### src/rtl/sgpe_pkg.sv
package sgpe_pkg;
  localparam int unsigned LANE_W = 8;
  localparam int unsigned FIELD_W = 2;
  localparam int unsigned CFG_W = LANE_W * FIELD_W;

  // Per-lane transition hits for one bank: field bit 0 = low-to-high, bit 1 = high-to-low.
  function automatic logic [LANE_W-1:0] lane_hits(input logic [CFG_W-1:0] cfg,
                                                   input logic [LANE_W-1:0] prev,
                                                   input logic [LANE_W-1:0] cur);
    logic [LANE_W-1:0] res;
    for (int k = 0; k < LANE_W; k++) begin
      res[k] = (cfg[FIELD_W*k]   & ~prev[k] &  cur[k]) |
               (cfg[FIELD_W*k+1] &  prev[k] & ~cur[k]);
    end
    return res;
  endfunction
endpackage

### src/rtl/sgpe_cfg_regs.sv
module sgpe_cfg_regs
  import sgpe_pkg::*;
#(
  parameter int unsigned NUM_BANKS = 8,
  parameter int unsigned ADDR_W    = 6,
  parameter int unsigned CFG_BASE  = 16
) (
  input  logic                       clk,
  input  logic                       rst_n,
  input  logic                       wr_en,
  input  logic [ADDR_W-1:0]          addr,
  input  logic [LANE_W-1:0]          wdata,
  output logic [NUM_BANKS*CFG_W-1:0] cfg_o
);
  for (genvar b = 0; b < NUM_BANKS; b++) begin : g_bank
    logic [LANE_W-1:0] lo_q, hi_q;
    logic lo_sel, hi_sel;
    assign lo_sel = wr_en && (addr == ADDR_W'(CFG_BASE + 2*b));
    assign hi_sel = wr_en && (addr == ADDR_W'(CFG_BASE + 2*b + 1));
    always_ff @(posedge clk) begin
      if (!rst_n) begin
        lo_q <= '0;
        hi_q <= '0;
      end else begin
        if (lo_sel) lo_q <= wdata;
        if (hi_sel) hi_q <= wdata;
      end
    end
    assign cfg_o[b*CFG_W +: CFG_W] = {hi_q, lo_q};
  end
endmodule

### src/rtl/sgpe_edge_detect.sv
module sgpe_edge_detect
  import sgpe_pkg::*;
#(
  parameter int unsigned NUM_BANKS = 8,
  localparam int unsigned NPINS    = NUM_BANKS * LANE_W
) (
  input  logic                       clk,
  input  logic                       rst_n,
  input  logic                       det_en,
  input  logic                       smp_vld,
  input  logic [NPINS-1:0]           smp_data,
  input  logic [NUM_BANKS*CFG_W-1:0] cfg,
  output logic [NPINS-1:0]           hit_o,
  output logic                       primed_o
);
  logic [NPINS-1:0] prev_q;
  logic             primed_q;
  logic             compare_now;

  always_ff @(posedge clk) begin
    if (!rst_n) begin
      prev_q   <= '0;
      primed_q <= 1'b0;
    end else if (!det_en) begin
      primed_q <= 1'b0;
    end else if (smp_vld) begin
      prev_q   <= smp_data;
      primed_q <= 1'b1;
    end
  end

  assign compare_now = det_en && smp_vld && primed_q;
  assign primed_o    = primed_q;

  for (genvar b = 0; b < NUM_BANKS; b++) begin : g_bank
    assign hit_o[b*LANE_W +: LANE_W] = compare_now ?
      lane_hits(cfg[b*CFG_W +: CFG_W], prev_q[b*LANE_W +: LANE_W], smp_data[b*LANE_W +: LANE_W])
      : '0;
  end
endmodule

### src/rtl/sgpe_status.sv
module sgpe_status
  import sgpe_pkg::*;
#(
  parameter int unsigned NUM_BANKS = 8,
  parameter int unsigned ADDR_W    = 6,
  parameter int unsigned STS_BASE  = 32,
  localparam int unsigned NPINS    = NUM_BANKS * LANE_W
) (
  input  logic              clk,
  input  logic              rst_n,
  input  logic              wr_en,
  input  logic [ADDR_W-1:0] addr,
  input  logic [LANE_W-1:0] wdata,
  input  logic [NPINS-1:0]  hit,
  output logic [NPINS-1:0]  status_o,
  output logic [NPINS-1:0]  clr_o,
  output logic              irq_o
);
  logic [NPINS-1:0] sts_q;

  for (genvar b = 0; b < NUM_BANKS; b++) begin : g_clr
    assign clr_o[b*LANE_W +: LANE_W] =
      (wr_en && (addr == ADDR_W'(STS_BASE + b))) ? wdata : '0;
  end

  always_ff @(posedge clk) begin
    if (!rst_n) begin
      sts_q <= '0;
      irq_o <= 1'b0;
    end else begin
      sts_q <= (sts_q & ~clr_o) | hit;
      irq_o <= |sts_q;
    end
  end

  assign status_o = sts_q;
endmodule

### src/rtl/pin_edge_event_unit.sv
module pin_edge_event_unit
  import sgpe_pkg::*;
#(
  parameter int unsigned NUM_BANKS = 8,
  parameter int unsigned ADDR_W    = 6,
  parameter int unsigned CFG_BASE  = 16,
  parameter int unsigned STS_BASE  = 32,
  localparam int unsigned NPINS    = NUM_BANKS * LANE_W
) (
  input  logic              clk,
  input  logic              rst_n,
  input  logic              detect_en,
  input  logic              sample_vld,
  input  logic [NPINS-1:0]  sample_data,
  input  logic              reg_wr,
  input  logic [ADDR_W-1:0] reg_addr,
  input  logic [LANE_W-1:0] reg_wdata,
  output logic [LANE_W-1:0] reg_rdata,
  output logic              irq_o
);
  logic [NUM_BANKS*CFG_W-1:0] cfg_vec;
  logic [NPINS-1:0]           hit_vec;
  logic [NPINS-1:0]           clr_vec;
  logic [NPINS-1:0]           status_vec;
  logic                       primed;

  sgpe_cfg_regs #(.NUM_BANKS(NUM_BANKS), .ADDR_W(ADDR_W), .CFG_BASE(CFG_BASE)) u_cfg (
    .clk(clk), .rst_n(rst_n), .wr_en(reg_wr), .addr(reg_addr),
    .wdata(reg_wdata), .cfg_o(cfg_vec)
  );

  sgpe_edge_detect #(.NUM_BANKS(NUM_BANKS)) u_det (
    .clk(clk), .rst_n(rst_n), .det_en(detect_en), .smp_vld(sample_vld),
    .smp_data(sample_data), .cfg(cfg_vec), .hit_o(hit_vec), .primed_o(primed)
  );

  sgpe_status #(.NUM_BANKS(NUM_BANKS), .ADDR_W(ADDR_W), .STS_BASE(STS_BASE)) u_sts (
    .clk(clk), .rst_n(rst_n), .wr_en(reg_wr), .addr(reg_addr), .wdata(reg_wdata),
    .hit(hit_vec), .status_o(status_vec), .clr_o(clr_vec), .irq_o(irq_o)
  );

  always_comb begin
    reg_rdata = '0;
    for (int b = 0; b < NUM_BANKS; b++) begin
      if (reg_addr == ADDR_W'(CFG_BASE + 2*b))
        reg_rdata = cfg_vec[b*CFG_W +: LANE_W];
      if (reg_addr == ADDR_W'(CFG_BASE + 2*b + 1))
        reg_rdata = cfg_vec[b*CFG_W + LANE_W +: LANE_W];
      if (reg_addr == ADDR_W'(STS_BASE + b))
        reg_rdata = status_vec[b*LANE_W +: LANE_W];
    end
  end
endmodule

### config.mk
export PLATFORM = sky130hd
export DESIGN_NAME = pin_edge_event_unit
export DESIGN_NICKNAME = d
export VERILOG_FILES = /design/src/rtl/sgpe_pkg.sv /design/src/rtl/sgpe_cfg_regs.sv /design/src/rtl/sgpe_edge_detect.sv /design/src/rtl/sgpe_status.sv /design/src/rtl/pin_edge_event_unit.sv
export SDC_FILE = /design/constraint.sdc
export NUM_CORES = 1
export LEC_CHECK = 0
export ABC_CLOCK_PERIOD_IN_PS = 2200
export BUFFER_PORTS_ARGS = -buffer_cell sky130_fd_sc_hd__buf_2
export CAP_MARGIN = 0
export CELL_PAD_IN_SITES_DETAIL_PLACEMENT = 1
export CELL_PAD_IN_SITES_GLOBAL_PLACEMENT = 2
export CORE_MARGIN = 2
export CORE_UTILIZATION = 39
export CTS_BUF_LIST = sky130_fd_sc_hd__clkbuf_8
export DETAILED_ROUTE_END_ITERATION = 8
export PLACE_DENSITY = 0.92
export SLEW_MARGIN = 15
export SYNTH_ARGS = -nofsm -noshare
export SYNTH_HDL_FRONTEND = slang
export SYNTH_HIERARCHICAL = 1
export SYNTH_SLANG_ARGS = --single-unit
export TNS_END_PERCENT = 20
### constraint.sdc
create_clock -name clk -period 2.2 [get_ports clk]
set_clock_uncertainty 0.15 [all_clocks]
set_input_delay 0 -clock clk [delete_from_list [all_inputs] [get_ports clk]]
set_output_delay 0 -clock clk [all_outputs]
set_load 0.05 [all_outputs]
==> results of run 1 <==
state kept, by name, indices dropped and copies added (netlist names):
register,flops
u_sts/irq_o,1
u_det/primed_o,1
u_sts/status_o,64
u_cfg/g_bank.lo_q,64
u_det/prev_q,64
u_cfg/g_bank.hi_q,64
layout by cell type, fill, tap and decap left out, types with 20 or more instances in the layout:
cell type	n
dlygate4sd3_1	141
o21ai_0	51
a21oi_2	64
o21a_1	94
nand2_1	251
and3_1	69
buf_2	80
dfxtp_1	254
a21boi_0	64
nor4_1	20
nand3b_1	130
o31a_1	29
mux2i_1	140
clkbuf_8	52
nor3_1	47
buf_4	190
nor2_1	39
where the power goes:
group | total (W) | internal, W | switching, W
sequential | 0.00479 | 0.00474 | 0.0000548
clock | 0.00488 | 0.00265 | 0.00223
combinational | 0.00138 | 0.000596 | 0.000782
total | 0.0110 | 0.00798 | 0.00307
critical path: stages, from the launching register on:
cell	delay (ns)
dfxtp_2	0.32
mux2_4	0.27
o221a_4	0.26
a2111oi_4	0.31
o21ai_2	0.13
a2111oi_2	0.32
buf_4	0.18
nor2_2	0.04
buf_6	0.16
area by class of cell:
| class | instances | area, um2 | share of cell area, % |
|---|---|---|---|
| clock inverter | 31 | 250 | 1.34 |
| multi-input combinational | 1214 | 8340 | 44.6 |
| tap | 461 | 577 | 3.09 |
| antenna | 2 | 5.00 | 0.0268 |
| timing repair buffer | 432 | 3620 | 19.4 |
| inverter | 2 | 7.51 | 0.0402 |
| clock buffer | 52 | 716 | 3.83 |
| sequential | 258 | 5170 | 27.7 |
routing by layer:
layer	vias up	GRT usage, %	routed length, um
met5	-	0	12
met1	7297	46.2	29800
met4	2	11.0	1840
li1	6585	-	-
met2	418	56.7	30300
met3	113	4.18	3120
per-stage QoR:
stage | setup WS, ns | instances | cell area [um2] | total power, W | hold slack [ns]
global placement | -0.458 | 2226 | 16100 | 0.00599 | 0.215
global route | -0.615 | 2450 | 18700 | 0.0114 | 0.101
CTS | -0.665 | 2450 | 18600 | 0.0110 | 0.0369
finish | -0.555 | 2452 | 18700 | 0.0110 | 0.0747
detailed placement | -0.516 | 2226 | 16100 | 0.00602 | 0.230
floorplan | -0.0120 | 1597 | 14000 | 0.00544 | 0.106
final timing paths:
check | startpoint | endpoint | cells past startpoint | slack [ns]
setup reg to reg | u_det/primed_o$_SDFFE_PN0P_ | u_sts/status_o[43]$_SDFF_PN0_ | 5 | 0.17
hold / removal | reg_addr[0] | u_sts/status_o[48]$_SDFF_PN0_ | 6 | 0.07
setup / recovery | u_cfg/g_bank[0].lo_q[7]$_SDFFE_PN0P_ | reg_rdata[7] | 8 | -0.56
hold reg to reg | u_cfg/g_bank[1].lo_q[2]$_SDFFE_PN0P_ | u_cfg/g_bank[1].lo_q[2]$_SDFFE_PN0P_ | 2 | 0.33
repair_timing:
| item | in CTS | in global routing |
|---|---|---|
| pin swaps | 3 | 2 |
| gates cloned | 0 | 0 |
| hold endpoints to repair | 258 | 0 |
| hold buffers | 141 | 0 |
| gates resized for setup | 33 | 10 |
| setup endpoints to repair | 8 | 8 |
==> metrics.cfg, run 1 <==
[status]
status = finished, violations left
violations = setup timing

[floorplanning]
start_util_pct = 39.4
core_area_um2 = 35500
boundaryPins = 92
row_count = 69
die-area_um2 = 37400
fp.dieH_um = 193
die_w_um = 193

[route]
first_pass_iters = 6
wire_per_inst_um = 26.5
ant_nets = 0
vias_per_cell = 5.88
drc = 0
routed-via-count = 14400
drtIter0Drc = 982
routed_wl_mm = 65.1

[sta]
fin_ws_ns = -0.555
timing.final.crit_share_pct = 125
relSlewSlack_pct = 55.4
min_period_ns = 2.76
drv_slew = 0
setup_viol = 8
max_freq_ghz = 0.363
rsz0062_at_grt = true
tightest_slew_ns = 0.669
final_hold_viol_count = 0
finalSetupTns_ns = -3.30

[grt]
antenna_found_initial = 3
grt_max_degree = 130
overflow = 0
first_global_vias = 15100
grt_pass1_wl_mm = 96.8
grt_use_total_pct = 34.2

[hold_path]
hold_class = primary input to flop

[synth]
synth_cells = 1597
syn_area_um2 = 14000
ys_warn_count = 6
syn_nets = 1680
synth_area_per_cell_um2 = 8.76

[power]
p_leak_nw = 7.85
p_per_area_nw_per_um2 = 591
vdd_drop_max_v = 0.000609

[place]
gp_congestion = 1.00
dp_hpwl_mm = 46.1
portBuffers = 91

[finish]
area_growth_pct = 33.6
drive_above_1_share_pct = 24.2
fin_nets = 2039
utilization_pct = 52.7
fillers = 4054

[worst_setup_path]
critPathCaptureType = output pin
critical_path_class = flop to output pin
worstSetupStartpointType = flop
cp.arrival_ns = 2.61
worstPathRequired_ns = 2.05
critPathMaxFanout = 2

[clocking]
cts_root_buf = clkbuf_8
path_clk_slew_ns = 0.06
clockBufferDepth = 3
clkLatencyLatePin_ns = 0.64
cts.htree.levels = 2
cts_tree = done
postCtsSetupBuffers = 0
numCtsBuffers = 48
clock_sinks = 258

[run]
maxCapViolCount = 0

Power figures use the tool's default switching activity.
==> run 2: changes to the inputs <==
- CORE_ASPECT_RATIO: default -> 1.5
==> metrics.cfg, run 2 (same netlist as run 1, synthesis figures left out) <==
[finish]
fin_area_um2 = 18700  ; about the same
final_common_cell = nand2_1
fillers = 4114  ; +1.5%
drive_above_1_share_pct = 24.9  ; +0.68 points
final_cell_mix = nand2_1, dfxtp_1, buf_4, mux2i_1
fin_nets = 2025  ; -0.69%
area_growth_pct = 33.5  ; about the same

[worst_setup_path]
worstSetupStartpointType = flop
path_cells = mux4_2 -> nand2_1 -> nand3_1 -> o221ai_2 -> buf_4 -> a41oi_2 -> buf_12
cpLargestDelayFamily = multiplexers
cp.arrival_ns = 2.39  ; -0.22 ns
cp_slowest_cell = mux4_2
crit_buf_inv = 2  ; unchanged
critical_path_class = flop to output pin
slowest_delay_ns = 0.53  ; +0.21 ns
critPathMaxFanout = 3  ; +1
r2r_slack_ns = 0.27  ; +0.10 ns
worstPathRequired_ns = 2.05  ; about the same
critPathCaptureType = output pin

[clocking]
numCtsBuffers = 44  ; -8.3%
path_clk_slew_ns = 0.07  ; about the same
clock_sinks = 258  ; unchanged
cts.htree.levels = 2  ; unchanged
clockBufferDepth = 3  ; unchanged
clkLatencyLatePin_ns = 0.59  ; -0.05 ns
cts_root_buf = clkbuf_8
cts_tree = done

[floorplanning]
fp.dieH_um = 236  ; +22%
die_w_um = 159  ; -18%
core_area_um2 = 35600  ; +0.41%
boundaryPins = 92  ; unchanged
die-area_um2 = 37400  ; about the same
start_util_pct = 39.3  ; -0.16 points
row_count = 85  ; +23%

[power]
p_per_area_nw_per_um2 = 583  ; -1.4%
power_w = 0.0109  ; -1.5%
p_leak_nw = 7.77  ; -0.90%
vdd_drop_max_v = 0.000571  ; -6.4%

[sta]
fin_ws_ns = -0.341  ; +0.215 ns
setup_viol = 11  ; +3
relSlewSlack_pct = 49.1  ; -6.3 points
timing.hold.ws_ns = 0.0436  ; -0.0311 ns
rsz0062_at_grt = true
drv_slew = 0  ; unchanged
tightest_slew_ns = 0.756  ; +0.0873 ns
min_period_ns = 2.54  ; -0.215 ns
max_freq_ghz = 0.394  ; +8.4%
timing.final.crit_share_pct = 115  ; -9.8 points
final_hold_viol_count = 0  ; unchanged

[grt]
first_global_vias = 15400  ; +2.1%
antenna_found_initial = 5  ; +2
grt_use_total_pct = 34.9  ; +0.73 points
grt_max_degree = 129  ; -0.77%
grt_pass1_wl_mm = 97.4  ; +0.58%
overflow = 0  ; unchanged

[route]
drtIter0Drc = 961  ; -2.1%
wire_per_inst_um = 26.8  ; +0.88%
first_pass_iters = 5  ; -1
routed-via-count = 14600  ; +0.96%
ant_nets = 0  ; unchanged
routed_wl_mm = 65.7  ; +0.88%
drc = 0  ; unchanged
vias_per_cell = 5.94  ; +0.96%

[place]
portBuffers = 91  ; unchanged
dp_hpwl_mm = 46.3  ; +0.48%
placed_area_um2 = 16100  ; -0.18%
gp_congestion = 0.986  ; -1.8%

[hold_path]
hold_class = primary input to flop

[run]
maxCapViolCount = 0  ; unchanged

[status]
violations = setup timing
status = finished, violations left

run 2: repair_timing:
action,4_1_cts,5_1_grt
buffers inserted,1,3
endpoints found under the setup margin,8,14
cloned,0,0
resized for setup,41,29
endpoints found under the hold margin,257,0
hold buffers,130,0
pin swaps,11,21
run 2: final cells by class:
type	instances	area, um2	share of cell area, %
Multi-Input combinational cell	1214	8460	45.3
Sequential cell	258	5180	27.7
Timing Repair Buffer	422	3490	18.7
Clock buffer	53	729	3.91
Tap cell	478	598	3.20
Clock inverter	22	198	1.06
Inverter	2	7.51	0.0402
Antenna cell	3	7.51	0.0402
run 2: final timing paths:
kind / start / end / depth (start not counted)
hold reg to reg: u_cfg/g_bank[2].lo_q[1]$_SDFFE_PN0P_ / u_cfg/g_bank[2].lo_q[1]$_SDFFE_PN0P_ / 2
setup / recovery: u_cfg/g_bank[3].hi_q[5]$_SDFFE_PN0P_ / reg_rdata[5] / 7
hold / removal: sample_vld / u_sts/status_o[41]$_SDFF_PN0_ / 6
setup reg to reg: u_sts/status_o[29]$_SDFF_PN0_ / u_sts/irq_o$_SDFF_PN0_ / 5
run 2: metal layers:
| metal | GRT usage (%) | part of all wire (%) | vias up |
|---|---|---|---|
| li1 | - | - | 6528 |
| met1 | 42.6 | 41 | 7415 |
| met2 | 60.7 | 50 | 442 |
| met3 | 4.34 | 4.6 | 164 |
| met4 | 15.2 | 4.9 | 4 |
| met5 | 0 | 0.047 | - |
run 2: through the flow:
stage               instances  worst slack [ns]  setup TNS, ns  utilization, %
floorplan                1597           -0.0120        -0.0120               -
global placement         2241            -0.611          -2.45            45.2
detailed placement       2241            -0.458          -3.08            45.2
CTS                      2447            -0.467          -2.92            52.0
global route             2450            -0.390          -2.98            52.4
finish                   2452            -0.341          -2.30            52.4
run 2: worst min-delay path: stages:
cell	delay (ns)
buf_4	0.18
nand3_4	0.12
buf_12	0.23
a21oi_2	0.05
nand2_1	0.05
o21ai_1	0.07
run 2: where the power goes:
part / switching (W) / internal, W
clock: 0.00208 / 0.00264
sequential: 0.0000525 / 0.00474
combinational: 0.000785 / 0.000581
==> run 3: changes to the inputs <==
- ABC_CLOCK_PERIOD_IN_PS: 2200 -> default
- CORE_UTILIZATION: 39 -> 38
- PLACE_DENSITY: 0.92 -> 0.93
- SYNTH_HIERARCHICAL: 1 -> default
==> metrics.cfg, run 3 <==
[power]
vdd_drop_max_v = 0.000395  ; -31%
p_per_area_nw_per_um2 = 625  ; +7.2%
p_leak_nw = 6.33  ; -19%

[floorplanning]
core_area_um2 = 34200  ; -4.1%
start_util_pct = 38.4  ; -0.86 points
die-area_um2 = 36100  ; -3.7%
fp.dieH_um = 232  ; -1.9%
row_count = 83  ; -2.4%
die_w_um = 156  ; -1.8%
boundaryPins = 92  ; unchanged

[worst_setup_path]
worstReg2RegStart = u_sts.status_o[33]$_SDFF_PN0_
worstPathRequired_ns = 2.05  ; about the same
critPathCaptureType = output pin
slowest_delay_ns = 0.49  ; -0.04 ns
r2r_slack_ns = 0.28  ; about the same
critical_path_class = flop to output pin
startpoint = u_cfg.g_bank[1].hi_q[1]$_SDFFE_PN0P_
worstSetupStartpointType = flop
critPathMaxFanout = 2  ; -1
cp_slowest_cell = mux4_2
path_cells = mux4_2 -> and2_4 -> o32ai_2 -> nand4_1 -> nand3_1 -> nand3_2 -> buf_8
cp.arrival_ns = 2.45  ; +0.06 ns

[hold_path]
min_from = reg_wr
hold_class = primary input to flop

[finish]
area_growth_pct = 31.2
final_cell_mix = nand2_1, dfxtp_1, a21boi_0, dlygate4sd3_1, nor2b_1
final_common_cell = nand2_1
drive_above_1_share_pct = 17.1  ; -7.9 points
fin_nets = 2007  ; -0.89%
layout.cells.non_filler = 2379  ; -3.0%

[synth]
synth_simple_gate_area_share_pct = 28.8
synthXorXnorAreaFrac_pct = 0
yosys.cell_types.count = 63
ys_top_cells_by_count = nand2_1, dfxtp_1, a21boi_0, nor2b_1
synth_cells = 1649  ; +3.3%
synthMuxAreaShare_pct = 5.40
synth_area_leaders = dfxtp_1, nand2_1, a21boi_0
synth-main-ff-cell = dfxtp_1
yosys.area.top_type = dfxtp_1
ys_ff_latch = 258
synth_top_area_share_pct = 39.4
yosysSeqAreaShare_pct = 39.4
syn_nets = 1732  ; +3.1%
synthAdderAreaFrac_pct = 0
synth_area_per_cell_um2 = 7.96  ; -9.2%
ys_warn_count = 0  ; -6
synth_top_family_by_area = simple AND/OR/NAND/NOR gates
syn_area_um2 = 13100  ; -6.2%
synthArstFlopShare_pct = 0
synthMostInstantiatedCell = nand2_1
synth_edf_count = 0
synth_compound_area_share_pct = 22.6

[grt]
grt_use_total_pct = 31.7  ; -3.2 points
grt_pass1_wl_mm = 88.8  ; -8.8%
overflow = 0  ; unchanged
antenna_found_initial = 2  ; -3
grt_max_degree = 84  ; -35%
first_global_vias = 15300  ; -0.31%

[sta]
timing.hold.ws_ns = 0.0633  ; +0.0197 ns
rsz0062_at_grt = true
timing.final.crit_share_pct = 118  ; +2.5 points
min_period_ns = 2.60  ; +0.0544 ns
setup_viol = 9  ; -2
drv_slew = 0  ; unchanged
final_hold_viol_count = 0  ; unchanged
relSlewSlack_pct = 41.9  ; -7.3 points
tightest_slew_ns = 0.872  ; +0.116 ns
fin_ws_ns = -0.395  ; -0.0544 ns
max_freq_ghz = 0.385  ; -2.1%

[status]
violations = setup timing
status = finished, violations left

[route]
routed-via-count = 14500  ; -0.21%
vias_per_cell = 6.10  ; +2.8%
drtIter0Drc = 1212  ; +26%
routed_wl_mm = 57.7  ; -12%
wire_per_inst_um = 24.3  ; -9.4%
ant_nets = 0  ; unchanged
drc = 0  ; unchanged
first_pass_iters = 6  ; +1

[place]
dp.cells = 2162  ; -3.5%
gp_congestion = 0.996  ; +1.0%
dp_hpwl_mm = 37.5  ; -19%
portBuffers = 91  ; unchanged

[clocking]
numCtsBuffers = 42  ; -4.5%
clockBufferDepth = 3  ; unchanged
cts_root_buf = clkbuf_8
postCtsSetupBuffers = 0  ; -1
cts_tree = done
clkLatencyLatePin_ns = 0.58  ; about the same
cts.htree.levels = 2  ; unchanged
path_clk_slew_ns = 0.08  ; about the same
clock_sinks = 258  ; unchanged

[run]
maxCapViolCount = 0  ; unchanged

## run 3: path summary, 6_finish.rpt
check                                         end  cells after the start
min          u_cfg.g_bank[7].hi_q[3]$_SDFFE_PN0P_                      4
min reg2reg  u_cfg.g_bank[4].lo_q[0]$_SDFFE_PN0P_                      2
max reg2reg                u_sts.irq_o$_SDFF_PN0_                      3
max                                  reg_rdata[1]                      7
## run 3: worst max-delay path, delay by kind of cell, from the launching register on
kind            cells  cell delay, ns
buf+inv             1            0.19
flops               1            0.34
compound gates      1            0.24
simple gates        4            0.59
mux                 1            0.49
## run 3: cell type report
cell class	count	area, um2
fill	4111	16900
multi-input combinational	1264	7580
sequential	258	5180
timing repair buffer	356	2980
clock buffer	54	743
tap	425	532
clock inverter	19	189
inverter	2	7.51
antenna	1	2.50
## run 3: what timing repair did
item                                    in CTS  in global routing
gates resized for setup                     43                  7
hold buffers                               143                  0
endpoints found under the setup margin       8                 10
endpoints found under the hold margin      249                  0
pin swaps                                   20                  4
## run 3: per-stage QoR
stage	power, W	setup WS [ns]	TNS (ns)	instance area (um2)	utilization, %
finish	0.0108	-0.395	-2.11	17200	50.4
global route	0.0110	-0.427	-2.74	17200	50.4
CTS	0.0107	-0.382	-1.84	17200	50.3
detailed placement	0.00581	-0.161	-0.815	14700	42.9
global placement	0.00578	-0.114	-0.509	14700	42.9
floorplan	0.00537	-0.200	-0.489	13100	-
## run 3: cells by family (layout without fill, tap and decap cells)
family | after synthesis | count (layout)
AO/OA/AOI/OAI | 432 | 432
multiplexers | 65 | 65
other | 0 | 1
AND/OR/NAND/NOR | 767 | 767
buffers and inverters | 127 | 431
flip-flops | 258 | 258
## run 3: per-layer routing
| layer | routed length [um] | track usage [%] | up-vias |
|---|---|---|---|
| li1 | - | - | 6403 |
| met1 | 21000 | 34.5 | 7120 |
| met2 | 29100 | 56.4 | 720 |
| met3 | 3700 | 5.50 | 277 |
| met4 | 3910 | 20.2 | 2 |
| met5 | 11 | 0 | - |
## run 3: report_power, final
group          total [W]  internal (W)  switching [W]
logic            0.00117      0.000516       0.000658
registers        0.00479       0.00473      0.0000592
clock network    0.00479       0.00267        0.00212
